==> src/rtl/i2c_msg_seq_pkg.sv <==
package i2c_msg_seq_pkg;
  localparam int ADDR_W = 10;
  localparam int CTL_W  = 4;
  localparam int CB_ACK = 0, CB_STOP = 1, CB_START = 2, CB_EN = 3;

  localparam logic [7:0] ST_START   = 8'h08;
  localparam logic [7:0] ST_RSTART  = 8'h10;
  localparam logic [7:0] ST_WADDR   = 8'h18;
  localparam logic [7:0] ST_WANACK  = 8'h20;
  localparam logic [7:0] ST_WDATA   = 8'h28;
  localparam logic [7:0] ST_WDNACK  = 8'h30;
  localparam logic [7:0] ST_RADDR   = 8'h40;
  localparam logic [7:0] ST_RANACK  = 8'h48;
  localparam logic [7:0] ST_RDATA   = 8'h50;
  localparam logic [7:0] ST_RLAST   = 8'h58;
  localparam logic [7:0] ST_WADDR2  = 8'hD0;
  localparam logic [7:0] ST_RADDR2  = 8'hE0;

  localparam logic [1:0] ERR_NONE  = 2'd0;
  localparam logic [1:0] ERR_NODEV = 2'd1;
  localparam logic [1:0] ERR_IO    = 2'd2;

  typedef enum logic {SQ_IDLE, SQ_RUN} seqState_e;

  typedef struct packed {
    logic       load;
    logic       sendA1;
    logic       sendA2;
    logic       sendTx;
    logic       capRx;
    logic       ctlOnly;
    logic       clrAck;
    logic       stop;
    logic       fin;
    logic       sRst;
    logic       setErr;
    logic [1:0] err;
  } seqStrobe_t;
endpackage

==> src/rtl/i2c_msg_seq_ctrl.sv <==
module i2c_msg_seq_ctrl
  import i2c_msg_seq_pkg::*;
(
  input  logic       clk,
  input  logic       rstN,
  input  logic       xferStart,
  input  logic       abortReq,
  input  logic       ctlEvent,
  input  logic [7:0] ctlStatus,
  input  logic       tenMode,
  input  logic       cntZero,
  input  logic       cntOne,
  input  logic       cntTwo,
  input  logic       posNz,
  output seqStrobe_t stb,
  output logic       busy
);
  seqState_e state;
  logic abortPend, abortNow, wrAck, rdAck;

  assign busy     = (state == SQ_RUN);
  assign abortNow = abortPend | abortReq;

  always_comb begin
    stb   = '0;
    wrAck = 1'b0;
    rdAck = 1'b0;
    if (!busy) begin
      if (xferStart)     stb.load = 1'b1;
      else if (ctlEvent) stb.stop = 1'b1;
    end else if (ctlEvent) begin
      case (ctlStatus)
        ST_START, ST_RSTART: stb.sendA1 = 1'b1;
        ST_WADDR:            if (tenMode) stb.sendA2 = 1'b1; else wrAck = 1'b1;
        ST_WADDR2, ST_WDATA: wrAck = 1'b1;
        ST_RADDR:            if (tenMode) stb.sendA2 = 1'b1; else rdAck = 1'b1;
        ST_RADDR2:           rdAck = 1'b1;
        ST_RDATA: begin
          stb.capRx   = 1'b1;
          stb.ctlOnly = 1'b1;
          stb.clrAck  = cntTwo | abortNow;
        end
        ST_RLAST: begin
          stb.capRx = 1'b1;
          stb.stop  = 1'b1;
          stb.fin   = 1'b1;
        end
        ST_WANACK, ST_WDNACK, ST_RANACK: begin
          stb.stop   = 1'b1;
          stb.fin    = 1'b1;
          stb.setErr = 1'b1;
          stb.err    = ERR_NODEV;
        end
        default: begin
          stb.stop   = 1'b1;
          stb.fin    = 1'b1;
          stb.sRst   = 1'b1;
          stb.setErr = 1'b1;
          stb.err    = ERR_IO;
        end
      endcase
      if (wrAck) begin
        if (cntZero || (abortNow && posNz)) begin
          stb.stop = 1'b1;
          stb.fin  = 1'b1;
        end else begin
          stb.sendTx = 1'b1;
        end
      end
      if (rdAck) begin
        if (cntZero) begin
          stb.stop = 1'b1;
          stb.fin  = 1'b1;
        end else begin
          stb.ctlOnly = 1'b1;
          stb.clrAck  = cntOne | abortNow;
        end
      end
    end
  end

  always_ff @(posedge clk or negedge rstN) begin
    if (!rstN) begin
      state     <= SQ_IDLE;
      abortPend <= 1'b0;
    end else begin
      if (stb.load)                state <= SQ_RUN;
      else if (stb.fin)            state <= SQ_IDLE;
      if (stb.load)                abortPend <= 1'b0;
      else if (busy && abortReq)   abortPend <= 1'b1;
    end
  end
endmodule

==> src/rtl/i2c_msg_seq_dp.sv <==
module i2c_msg_seq_dp
  import i2c_msg_seq_pkg::*;
#(
  parameter int CNT_W = 8
) (
  input  logic              clk,
  input  logic              rstN,
  input  seqStrobe_t        stb,
  input  logic [ADDR_W-1:0] devAddr,
  input  logic              tenBit,
  input  logic              readDir,
  input  logic [CNT_W-1:0]  byteCount,
  input  logic [7:0]        txByte,
  input  logic [7:0]        ctlRdData,
  output logic              txPop,
  output logic              ctlDataWe,
  output logic [7:0]        ctlDataOut,
  output logic              ctlCtrlWe,
  output logic [CTL_W-1:0]  ctlCtrlOut,
  output logic              ctlSoftRst,
  output logic [7:0]        rxByte,
  output logic              rxValid,
  output logic              done,
  output logic [1:0]        errCode,
  output logic              tenMode,
  output logic              cntZero,
  output logic              cntOne,
  output logic              cntTwo,
  output logic              posNz
);
  logic [7:0]       addr1, addr2, hdrByte, outByte;
  logic [CNT_W-1:0] cnt;
  logic             ackBit, nextAck;

  assign cntZero = (cnt == '0);
  assign cntOne  = (cnt == CNT_W'(1));
  assign cntTwo  = (cnt == CNT_W'(2));
  assign nextAck = ackBit & ~stb.clrAck;
  assign hdrByte = tenBit ? {5'b11110, devAddr[9:8], readDir}
                          : {devAddr[6:0], readDir};
  assign outByte = stb.sendA1 ? addr1 : (stb.sendA2 ? addr2 : txByte);

  always_ff @(posedge clk or negedge rstN) begin
    if (!rstN) begin
      addr1 <= '0; addr2 <= '0; tenMode <= 1'b0; cnt <= '0; posNz <= 1'b0;
      ackBit <= 1'b0; txPop <= 1'b0; ctlDataWe <= 1'b0; ctlDataOut <= '0;
      ctlCtrlWe <= 1'b0; ctlCtrlOut <= '0; ctlSoftRst <= 1'b0;
      rxByte <= '0; rxValid <= 1'b0; done <= 1'b0; errCode <= ERR_NONE;
    end else begin
      txPop      <= stb.sendTx;
      rxValid    <= stb.capRx;
      done       <= stb.fin;
      ctlSoftRst <= stb.sRst;
      ctlDataWe  <= stb.sendA1 | stb.sendA2 | stb.sendTx;
      ctlCtrlWe  <= stb.load | stb.sendA1 | stb.sendA2 | stb.sendTx | stb.ctlOnly | stb.stop;
      if (stb.load) begin
        addr1      <= hdrByte;
        addr2      <= devAddr[7:0];
        tenMode    <= tenBit;
        cnt        <= byteCount;
        posNz      <= 1'b0;
        ackBit     <= 1'b1;
        errCode    <= ERR_NONE;
        ctlCtrlOut <= 4'b1101;
      end
      if (stb.sendA1 | stb.sendA2 | stb.sendTx) begin
        ctlDataOut <= outByte;
        ctlCtrlOut <= {1'b1, 1'b0, 1'b0, ackBit};
      end
      if (stb.sendTx) begin
        cnt   <= cnt - CNT_W'(1);
        posNz <= 1'b1;
      end
      if (stb.capRx) begin
        rxByte <= ctlRdData;
        if (!stb.stop) cnt <= cnt - CNT_W'(1);
      end
      if (stb.ctlOnly) begin
        ackBit     <= nextAck;
        ctlCtrlOut <= {1'b1, 1'b0, 1'b0, nextAck};
      end
      if (stb.stop) ctlCtrlOut <= {1'b1, 1'b0, 1'b1, ackBit};
      if (stb.setErr) errCode <= stb.err;
    end
  end
endmodule

==> src/rtl/i2c_msg_seq.sv <==
module i2c_msg_seq
  import i2c_msg_seq_pkg::*;
#(
  parameter int CNT_W = 8
) (
  input  logic              clk,
  input  logic              rstN,
  input  logic              xferStart,
  input  logic [ADDR_W-1:0] devAddr,
  input  logic              tenBit,
  input  logic              readDir,
  input  logic [CNT_W-1:0]  byteCount,
  input  logic              abortReq,
  input  logic [7:0]        txByte,
  output logic              txPop,
  input  logic              ctlEvent,
  input  logic [7:0]        ctlStatus,
  input  logic [7:0]        ctlRdData,
  output logic              ctlDataWe,
  output logic [7:0]        ctlDataOut,
  output logic              ctlCtrlWe,
  output logic [CTL_W-1:0]  ctlCtrlOut,
  output logic              ctlSoftRst,
  output logic [7:0]        rxByte,
  output logic              rxValid,
  output logic              done,
  output logic [1:0]        errCode,
  output logic              busy
);
  seqStrobe_t stb;
  logic tenMode, cntZero, cntOne, cntTwo, posNz;

  i2c_msg_seq_ctrl ctrl_i (
    .clk(clk), .rstN(rstN), .xferStart(xferStart), .abortReq(abortReq),
    .ctlEvent(ctlEvent), .ctlStatus(ctlStatus), .tenMode(tenMode),
    .cntZero(cntZero), .cntOne(cntOne), .cntTwo(cntTwo), .posNz(posNz),
    .stb(stb), .busy(busy)
  );

  i2c_msg_seq_dp #(.CNT_W(CNT_W)) dp_i (
    .clk(clk), .rstN(rstN), .stb(stb), .devAddr(devAddr), .tenBit(tenBit),
    .readDir(readDir), .byteCount(byteCount), .txByte(txByte),
    .ctlRdData(ctlRdData), .txPop(txPop), .ctlDataWe(ctlDataWe),
    .ctlDataOut(ctlDataOut), .ctlCtrlWe(ctlCtrlWe), .ctlCtrlOut(ctlCtrlOut),
    .ctlSoftRst(ctlSoftRst), .rxByte(rxByte), .rxValid(rxValid), .done(done),
    .errCode(errCode), .tenMode(tenMode), .cntZero(cntZero), .cntOne(cntOne),
    .cntTwo(cntTwo), .posNz(posNz)
  );
endmodule

==> config.mk <==
export PLATFORM = sky130hd
export DESIGN_NAME = i2c_msg_seq
export DESIGN_NICKNAME = d
export VERILOG_FILES = /design/src/rtl/i2c_msg_seq_pkg.sv /design/src/rtl/i2c_msg_seq_ctrl.sv /design/src/rtl/i2c_msg_seq_dp.sv /design/src/rtl/i2c_msg_seq.sv
export SDC_FILE = /design/constraint.sdc
export NUM_CORES = 1
export LEC_CHECK = 0
export ABC_AREA = 1
export CORE_MARGIN = 5
export CORE_UTILIZATION = 49
export DETAILED_ROUTE_END_ITERATION = 10
export GPL_ROUTABILITY_DRIVEN = 0
export PLACE_DENSITY = 0.89
export SYNTH_ARGS = -nofsm -noshare
export SYNTH_HDL_FRONTEND = slang
export SYNTH_SLANG_ARGS = --single-unit
==> constraint.sdc <==
create_clock -name clk -period 2.1 [get_ports clk]
set_clock_uncertainty 0.05 [all_clocks]
set_input_delay 0.42 -clock clk [delete_from_list [all_inputs] [get_ports clk]]
set_output_delay 0.42 -clock clk [all_outputs]
set_load 0.03 [all_outputs]
==> flow_summary.ini <==
[setup_path]
worst-path-max-fanout = 8
timing.rr.end = dp_i.cnt[3]
reg2reg_setup_slack_ns = 0.17
critical_path_start_type = input port
end_kind = flop
r2r_cells = 13
cp_data_required_time_ns = 2.31
worst_ep_arrival_time_ns = 2.17
timing.rr.start = dp_i.cnt[1]
type_of_the_worst_setup_path = input port to flop
crit_start = ctlStatus[1]

[global_route]
antenna_found_initial = 0
globalRouteOverflowTotal = 0
gr-usage-met3_pct = 4.88
via_count_of_the_first_global_routing_pass = 2998
grt_max_degree = 58
global_route.peak_usage_layer = met2
global_route.usage.met2_pct = 39.3
grt_usage_pct = 22.0
grt_util_met1_pct = 26.4
grt_pass1_wl_mm = 13.4

[synth]
synthesis.area_sq_um = 3100
flip_flop_and_latch_count_after_synthesis = 57
synth-seq-area-share_pct = 46.1
synth-simple-area-share_pct = 34.8
syn-num-nets = 460
synth_xor_xnor_area_share_pct = 1.41
post_synth_fa_ha_maj_area_fraction_pct = 1.21
postSynthAreaPerCell_sq_um = 7.59
post_synth_inst_count = 408
synth_cell_type_count = 34
compound_cell_area_share_of_the_yosys_netlist_pct = 9.70
synth_warnings = 0
synth_mux_area_share_pct = 0
synth_top_family_by_area = simple AND/OR/NAND/NOR gates

[die]
design.portCount = 78
chipWidth_microns = 89.5
floorplan.die.height_microns = 89.5
core_area_sq_um = 6240
initial_core_util_pct = 49.6
fp-row-count = 29
die_area_sq_um = 8010

[sta]
report.final.hold_viol_count = 0
hold_ws_ns = 0.0240
setup-violations-final = 0
maxSlewHeadroom_pct = 74.9
final_min_period_over_clock_period_pct = 93.4
tightestPinTransition_ns = 0.376
fmaxAchievable_mhz = 510
slew_viol_final = 0
timing.final.crit_period_ns = 1.96

[power_and_ir_drop]
power_report.internal_total_mw = 2.41
power_per_cell_area_nw_per_um2 = 807
power.static_leakage_nw = 2.28
pwr-share-comb_pct = 29.1
report.power.total_mw = 3.58
switching_power_mw = 1.17
switching_share_pct = 32.7
peakVddDrop_uv = 895
share_clk_of_total_power_pct = 31.0
power_frac_seq_pct = 39.9

[drt]
wl_per_cell_microns = 13.7
avgViaCountPerCell = 5.04
route.vias.total = 3010
initial_drc_count = 154
antenna_violating_nets_post_route = 0
drt_pass1_iterations = 5
drc_errors = 0
finalWirelength_mm = 8.20

[final_layout]
antenna_cells_inserted = 0
areaGrowthSynthToFinish_pct = 43.1
net_count_of_the_finished_layout = 567
layout-drive-gt1-share_pct = 16.5
final-instance-count-excl-fill = 597

[clock_tree]
max-clock-path-buffers = 2
numCtsBuffers = 9
clock-root-buffer = sky130_fd_sc_hd__clkbuf_8
cts_tree = yes
cts.clk_slew.worst_paths_ns = 0.07
worst_skew_pair.late_latency_ns = 0.34
htree_num_levels = 3
cts.sink_count = 57

[placement]
placed_cells_incl_taps = 579
dp.final_hpwl_mm = 6.07
port_buffers = 77

[hold_path]
hp-class = input port to asynchronous set/reset pin

[run]
max-cap-violations = 0

[outcome]
run_status = completed
## critical path, stage by stage
cell	delay [ns]
sky130_fd_sc_hd__clkdlybuf4s50_1	0.42
sky130_fd_sc_hd__nor2_1	0.19
sky130_fd_sc_hd__nand2_2	0.11
sky130_fd_sc_hd__inv_2	0.13
sky130_fd_sc_hd__nand2_2	0.07
sky130_fd_sc_hd__nand2_2	0.10
sky130_fd_sc_hd__nand2_4	0.08
sky130_fd_sc_hd__buf_4	0.17
sky130_fd_sc_hd__o21ai_0	0.20
sky130_fd_sc_hd__nand2_1	0.13
sky130_fd_sc_hd__a31oi_2	0.15
## area by class of cell
type / instances / area [sq um]
Inverter: 45 / 171
Clock inverter: 5 / 80.1
Timing Repair Buffer: 103 / 1020
Fill cell: 470 / 1810
Clock buffer: 11 / 131
Tap cell: 77 / 96.3
Sequential cell: 57 / 1430
Multi-Input combinational cell: 299 / 1500
## cell families (layout without fill, tap and decap cells)
group,count (synthesis),in the layout
simple gates,241,242
xor+xnor,5,5
fa+ha+maj,3,3
compound gates,49,49
buf+inv,53,164
flops,57,57
## cell usage in the layout (no fill, tap or decap), drive strengths merged, types with 8 or more instances in the layout
| master | synthesis | final |
|---|---|---|
| clkbuf | 5 | 11 |
| dfrtp | 57 | 57 |
| buf | 3 | 27 |
| a31oi | 8 | 8 |
| nand3 | 29 | 29 |
| clkdlybuf4s50 | 0 | 71 |
| nand2 | 157 | 157 |
| inv | 44 | 44 |
| nor2 | 46 | 46 |
| o21ai | 32 | 32 |
## routing by layer
layer  vias to the layer above  wire, microns  part of all wire, %
met5                         -              0                    0
li1                       1506              -                    -
met4                         0             70                 0.85
met1                      1386           3260                   40
met3                         8            559                  6.8
met2                       110           4300                   53
## cell usage after synthesis, drive strengths merged
cell	n	share of area [%]
nor2	46	6.3
a21oi	2	0.81
clkbuf	5	0.61
o22ai	1	0.20
buf	3	0.69
nor3	4	0.65
o211ai	4	0.97
xor2	5	1.4
ha	3	1.2
o211a	1	0.32
nand4	2	0.89
nand2	157	21
nand3	29	5.4
a31o	1	0.28
dfrtp	57	46
inv	44	5.4
o21ai	32	5.3
a31oi	8	1.8
or2	3	0.61
clkinv	1	0.12
## power groups by stage
| stage | logic, mW | registers [mW] | clock network (mW) |
|---|---|---|---|
| 6_report | 1.04 | 1.43 | 1.11 |
| 5_1_grt | 1.15 | 1.45 | 1.18 |
| 4_1_cts | 1.03 | 1.42 | 1.12 |
| 3_5_place_dp | 1.02 | 1.44 | 0 |
| 3_3_place_gp | 0.976 | 1.43 | 0 |
| 2_1_floorplan | 0.446 | 1.56 | 0 |
## stage by stage
stage / setup slack [ns] / setup TNS [ns] / area [sq um] / util [%]
after floorplan: 0.283 / 0 / 3100 / -
after global placement: -0.153 / -1.74 / 4160 / 66.6
after detailed placement: -0.191 / -3.23 / 4160 / 66.6
after CTS: 0.0162 / 0 / 4370 / 70.0
after global routing: -0.0135 / -0.0243 / 4430 / 71.0
final: 0.139 / 0 / 4430 / 71.0
## state kept, by name, indices dropped and copies added, names as in the netlist
signal and cells:
dp_i.txPop 1, dp_i.ctlDataOut 8, dp_i.cnt 8, dp_i.done 1
ctrl_i.abortPend 1, dp_i.tenMode 1, dp_i.ctlCtrlWe 1, dp_i.ackBit 1
dp_i.ctlCtrlOut 4, dp_i.addr1 8, dp_i.ctlSoftRst 1, dp_i.ctlDataWe 1
dp_i.rxValid 1, dp_i.rxByte 8, dp_i.posNz 1, dp_i.addr2 8
ctrl_i.busy 1, dp_i.errCode 2
## how the worst max path moves through the flow
stage                          to
2_1_floorplan  dp_i.ctlCtrlOut[3]
3_3_place_gp   dp_i.ctlCtrlOut[3]
3_5_place_dp          dp_i.cnt[6]
4_1_cts                      busy
5_1_grt               dp_i.cnt[5]
6_report       dp_i.ctlDataOut[7]
## what timing repair did
item                       in CTS  in global routing
setup endpoints to repair       0                 13
hold buffers                    0                  0
gates resized for setup         0                 13
setup buffers                   0                  1
No activity file was read; power rests on OpenSTA's default activity.
